$ cat config.mk
export PLATFORM = sky130hd
export DESIGN_NAME = bistSeqTop
export DESIGN_NICKNAME = d
export VERILOG_FILES = /design/src/rtl/bistSeqPkg.sv /design/src/rtl/bistSeqCtrl.sv /design/src/rtl/bistSigCheck.sv /design/src/rtl/bistSeqTop.sv
export SDC_FILE = /design/constraint.sdc
export NUM_CORES = 1
export LEC_CHECK = 0
export ABC_AREA = 1
export BUFFER_PORTS_ARGS = -buffer_cell sky130_fd_sc_hd__buf_2
export CORE_ASPECT_RATIO = 1.2
export CORE_MARGIN = 1.5
export CORE_UTILIZATION = 41
export CTS_CLUSTER_DIAMETER = 60
export DETAILED_ROUTE_END_ITERATION = 7
export GPL_TIMING_DRIVEN = 0
export PLACE_DENSITY_LB_ADDON = 0.12
export REMOVE_ABC_BUFFERS = 1
export SLEW_MARGIN = 20
export SYNTH_ARGS = -nofsm -noshare
export SYNTH_HDL_FRONTEND = slang
export SYNTH_SLANG_ARGS = --single-unit
$ cat constraint.sdc
create_clock -name clk -period 3.1 [get_ports clk]
set_clock_uncertainty 0.1 [all_clocks]
set_input_delay 0.155 -clock clk [delete_from_list [all_inputs] [get_ports clk]]
set_output_delay 0.155 -clock clk [all_outputs]
set_load 0.1 [all_outputs]
$ cat src/rtl/bistSeqPkg.sv
package bistSeqPkg;
  typedef enum logic [1:0] {
    MODE_NORMAL = 2'b00,
    MODE_PRBS   = 2'b01,
    MODE_SIG    = 2'b10,
    MODE_SCAN   = 2'b11
  } regMode_t;

  typedef struct packed {
    logic capEn;
    logic cmpEn;
    logic cmpSel;
    logic clrFlags;
  } dpStrobe_t;

  typedef enum logic [3:0] {
    ST_IDLE, ST_SEED1, ST_GEN1, ST_SCAN1, ST_CMP1,
    ST_SEED2, ST_GEN2, ST_SCAN2, ST_CMP2, ST_FIN
  } seqState_t;
endpackage

$ cat src/rtl/bistSeqCtrl.sv
module bistSeqCtrl
  import bistSeqPkg::*;
#(
  parameter int WIDTH    = 8,
  parameter int PATTERNS = 20
) (
  input  logic       clk,
  input  logic       rst,
  input  logic       start,
  output logic [1:0] modeVec [3],
  output logic [2:0] seedLoad,
  output logic       done,
  output dpStrobe_t  strobe
);
  localparam int LONGEST = (PATTERNS > 2 * WIDTH) ? PATTERNS : 2 * WIDTH;
  localparam int CNT_W   = $clog2(LONGEST + 1);

  seqState_t state;
  logic [CNT_W-1:0] cnt;

  always_ff @(posedge clk) begin
    if (rst) begin
      state <= ST_IDLE;
      cnt   <= '0;
    end else begin
      case (state)
        ST_IDLE:  if (start) state <= ST_SEED1;
        ST_SEED1: begin state <= ST_GEN1; cnt <= CNT_W'(PATTERNS - 1); end
        ST_GEN1:
          if (cnt == '0) begin
            state <= ST_SCAN1;
            cnt   <= CNT_W'(2 * WIDTH - 1);
          end else cnt <= cnt - 1'b1;
        ST_SCAN1: if (cnt == '0) state <= ST_CMP1; else cnt <= cnt - 1'b1;
        ST_CMP1:  state <= ST_SEED2;
        ST_SEED2: begin state <= ST_GEN2; cnt <= CNT_W'(PATTERNS - 1); end
        ST_GEN2:
          if (cnt == '0) begin
            state <= ST_SCAN2;
            cnt   <= CNT_W'(WIDTH - 1);
          end else cnt <= cnt - 1'b1;
        ST_SCAN2: if (cnt == '0) state <= ST_CMP2; else cnt <= cnt - 1'b1;
        ST_CMP2:  state <= ST_FIN;
        default:  state <= ST_IDLE;
      endcase
    end
  end

  logic       inGen, inScan, seeding;
  logic [1:0] genIdx;

  always_comb begin
    inGen   = (state == ST_GEN1) || (state == ST_GEN2);
    inScan  = (state == ST_SCAN1) || (state == ST_SCAN2);
    seeding = (state == ST_SEED1) || (state == ST_SEED2);
    genIdx  = ((state == ST_SEED2) || (state == ST_GEN2)) ? 2'd1 : 2'd0;
  end

  for (genvar g = 0; g < 3; g++) begin : gRole
    always_comb begin
      if (inScan)                                  modeVec[g] = MODE_SCAN;
      else if (inGen && genIdx == 2'(g))           modeVec[g] = MODE_PRBS;
      else if (inGen && genIdx + 2'd1 == 2'(g))    modeVec[g] = MODE_SIG;
      else                                         modeVec[g] = MODE_NORMAL;
    end
    assign seedLoad[g] = seeding && (genIdx == 2'(g));
  end

  always_comb begin
    strobe.capEn    = inScan;
    strobe.cmpEn    = (state == ST_CMP1) || (state == ST_CMP2);
    strobe.cmpSel   = (state == ST_CMP2);
    strobe.clrFlags = (state == ST_IDLE) && start;
    done            = (state == ST_FIN);
  end
endmodule

$ cat src/rtl/bistSigCheck.sv
module bistSigCheck
  import bistSeqPkg::*;
#(
  parameter int              WIDTH    = 8,
  parameter logic [WIDTH-1:0] EXP_SIG1 = '0,
  parameter logic [WIDTH-1:0] EXP_SIG2 = '0
) (
  input  logic      clk,
  input  logic      rst,
  input  logic      scanIn,
  input  dpStrobe_t strobe,
  output logic      failL1,
  output logic      failL2
);
  logic [WIDTH-1:0] capReg;
  logic             mismatch;

  always_comb mismatch = capReg != (strobe.cmpSel ? EXP_SIG2 : EXP_SIG1);

  always_ff @(posedge clk) begin
    if (rst) begin
      capReg <= '0;
      failL1 <= 1'b0;
      failL2 <= 1'b0;
    end else begin
      if (strobe.capEn) capReg <= {capReg[WIDTH-2:0], scanIn};
      if (strobe.clrFlags) begin
        failL1 <= 1'b0;
        failL2 <= 1'b0;
      end else if (strobe.cmpEn) begin
        if (strobe.cmpSel) failL2 <= mismatch;
        else               failL1 <= mismatch;
      end
    end
  end
endmodule

$ cat src/rtl/bistSeqTop.sv
module bistSeqTop
  import bistSeqPkg::*;
#(
  parameter int               WIDTH    = 8,
  parameter int               PATTERNS = 20,
  parameter logic [WIDTH-1:0] SEED     = 8'h5A,
  parameter logic [WIDTH-1:0] EXP_SIG1 = '0,
  parameter logic [WIDTH-1:0] EXP_SIG2 = '0
) (
  input  logic             clk,
  input  logic             rst,
  input  logic             start,
  input  logic             scanIn,
  output logic [1:0]       modeA,
  output logic [1:0]       modeB,
  output logic [1:0]       modeC,
  output logic [2:0]       seedLoad,
  output logic [WIDTH-1:0] seedData,
  output logic             done,
  output logic             failL1,
  output logic             failL2
);
  logic [1:0] modeVec [3];
  dpStrobe_t  strobe;

  bistSeqCtrl #(.WIDTH(WIDTH), .PATTERNS(PATTERNS)) i_ctrl (
    .clk(clk), .rst(rst), .start(start), .modeVec(modeVec),
    .seedLoad(seedLoad), .done(done), .strobe(strobe)
  );

  bistSigCheck #(.WIDTH(WIDTH), .EXP_SIG1(EXP_SIG1), .EXP_SIG2(EXP_SIG2)) i_sig (
    .clk(clk), .rst(rst), .scanIn(scanIn), .strobe(strobe),
    .failL1(failL1), .failL2(failL2)
  );

  assign modeA    = modeVec[0];
  assign modeB    = modeVec[1];
  assign modeC    = modeVec[2];
  assign seedData = SEED;
endmodule

==> metrics.txt <==
run status=complete, no violations; Via Count=1014; proportion of register bits with asynchronous set or reset after synthesis=0%; required time at the worst-slack endpoint=2.84 ns; TritonCTS clock tree=built; worst vdd ir=0.400 mV; multi-input logic area=536 um^2; hold slack=0.216 ns; switching share of power=55.4%; Internal Dissipation=502 uW; end of the worst register-to-register path=i_ctrl.cnt[3]; ANT nets after route=0; number of antenna violations at the first check in global routing=0; Yosys reg bits=19; warnings from Yosys=0; area fraction of the dominant cell type after synthesis=34.9%; most area-hungry cell type in the Yosys netlist=dfxtp_1; ratio of total power to cell area=969 nW/um^2; count of flip-flops with a built-in enable after synthesis=0; share of synthesized area occupied by flip-flops and latches=34.9%; unique cell type count in the Yosys netlist=21; number of nets at the end of the flow=188; initial core utilization=43.1%; mean area per synthesized cell=6.41 um^2; crit path launch type=register; buffer depth of the longest clock path=2; LEAKAGE=0.626 nW; part of the total power dissipated in the clock network=11.2%; power after layout=1.13 mW; standard-cell row count=20; number of I/O port buffers=14; vias in the first global route=933; launch point of the worst path=i_ctrl.state[0]; Worst path slowest cell=buf_2; Critical Path Sink=modeC[0]; worst slew margin relative to its limit=63.3%; length of the first detailed-routing pass in iterations=4; Reg2Reg Setup Slack=1.55 ns; Max Cap Violations=0; total number of clock tree sinks=19; number of max-slew violations in the final report=0; Period Utilization, post-route=67.9%; fin crit period=2.10 ns; top achievable clock speed=475 MHz; summed instance area of the synthesized netlist=1090 um^2; number of buffers created by CTS=3; share of cells above drive strength 1=13.2%; clock root buffer=clkbuf_4; Tightest Pin Transition=0.548 ns; Wirelength per Cell=10.1 um; drt total wl=2170 um; y dimension of the die=59.5 um; placer's final routability congestion estimate=0.814; full die area=2980 um^2; pin count of the biggest net entering global routing=16; signal arrival time at the worst endpoint=1.85 ns; RSZ-0062 raised after global routing=no; largest cells by area after synthesis=dfxtp_1 (35%), nor2_1 (14%), buf_4 (9.0%); DRC errors left=0; iteration-0 DRC count of the detailed router=22; top fanout value on the critical path=10; area growth from synthesis to layout=6.54%; count of endpoints failing setup in the final report=0; number of H-tree levels=1; aggregate global-route resource usage=16.7%; path type of the worst setup path=register to output pin; Sequential cell area=380 um^2; post-route cell area=1160 um^2; Critical Path End Type=output pin; diode count=0; startpoint of the worst register-to-register path=i_ctrl.state[3]; critical-path cell list=nand2_2, nor2_1, buf_2; logic gate share of total power=58.2%; placed instance area=1110 um^2; Net Switching=624 uW; flip-flop cell with the highest count after synthesis=dfxtp_1; portion of total power attributed to sequential cells=30.6%; count leader, synth=nor2_1; residual overflow from global routing=0; wire length of the first global-routing pass=3880 um; number of hold violations in the final report=0; Mapped Cells=170; vias per cell=4.72; clock latency of the later-clocked register in the worst-skew pair=0.30 ns; width of the die=50.1 um; Hold Path Origin=start; clock slew seen by the registers of the worst setup and hold paths=0.11 ns; highest cell delay on the worst timing path=0.53 ns; path class of the lowest-slack min-delay path=input pin to register; commonest cells in the netlist=nor2_1 (40), nand2_1 (23), inv_1 (21); core outline area=2530 um^2; io pins=24; half-perimeter wire length after detailed placement=1630 um; fillcell total=297; length in cells of the worst reg-to-reg path=8
## state kept, by name, summed over array words and instances, names as in the netlist
name,flops
i_sig.capReg,8
i_ctrl.cnt,5
i_ctrl.state,4
i_sig.failL1,1
i_sig.failL2,1
## power groups by stage
stage	combinational [mW]	clock, mW	sequential, mW
2_1_floorplan	0.556	0	0.345
3_3_place_gp	0.650	0	0.349
3_5_place_dp	0.654	0	0.350
4_1_cts	0.657	0.129	0.345
5_1_grt	0.733	0.135	0.355
6_report	0.655	0.126	0.345
## routing by layer
metal | part of all wire, % | global-route usage [%]
met5 | 0 | 0
met4 | 1.5 | 7.14
met3 | 3.3 | 3.03
met2 | 48 | 29.7
met1 | 47 | 19.6
## cell usage in the layout, fill, tap and decap left out, drive strengths merged
master,synthesis,layout
nand2,27,27
inv,22,22
o22ai,1,1
nand3,10,10
a21oi,9,9
o21ai,15,15
dfxtp,19,19
nand4,2,2
nor4,2,2
clkinv,1,1
clkbuf,1,4
conb,2,9
buf,14,14
nor3,3,3
ha,1,1
dlygate4sd3,0,2
nor2,41,41
## area by class of cell
class	instances	area share, %
repair buffers	16	7.76
inverters	23	7.54
flip-flops and latches	19	32.8
well taps	33	3.56
clock buffers	4	2.26
multi-input cells	120	46.1
## per-stage QoR
stage / worst slack, ns / utilization [%] / cells / setup TNS, ns
after global routing: 0.913 / 45.9 / 215 / 0
after global placement: 1.37 / 44.1 / 209 / 0
after floorplan: -0.607 / - / 162 / -6.48
after detailed placement: 1.36 / 44.1 / 209 / 0
final: 0.996 / 45.9 / 215 / 0
after CTS: 1.01 / 45.9 / 215 / 0
## kinds of logic after synthesis
group,count (synthesis),synth area share [%]
other,2,0.689
adder cells (fa/ha/maj),1,1.15
flip-flops,19,34.9
buffers and inverters,38,18.4
AND/OR/NAND/NOR,85,33.3
AO/OA/AOI/OAI,25,11.6
## worst min path at each step
stage,endpoint,slack [ns],cells past startpoint
after floorplan,i_ctrl.state[1],0.13,1
after global placement,i_sig.capReg[0],0.28,3
after detailed placement,i_ctrl.state[1],0.28,2
after CTS,i_sig.failL1,0.22,6
after global routing,i_sig.failL2,0.26,6
final,i_sig.failL1,0.22,6
## repair_timing
| action | in CTS | in global routing |
|---|---|---|
| resized for setup | 0 | 0 |
| hold buffers | 2 | 0 |
| buffers inserted | 0 | 0 |
| hold endpoints to repair | 3 | 0 |
## worst max-delay path, delay by kind of cell (launching register included)
kind / cells / cell delay (ns)
buf+inv: 1 / 0.53
flops: 1 / 0.47
simple gates: 2 / 0.55
(Power assumes the default switching activity.)
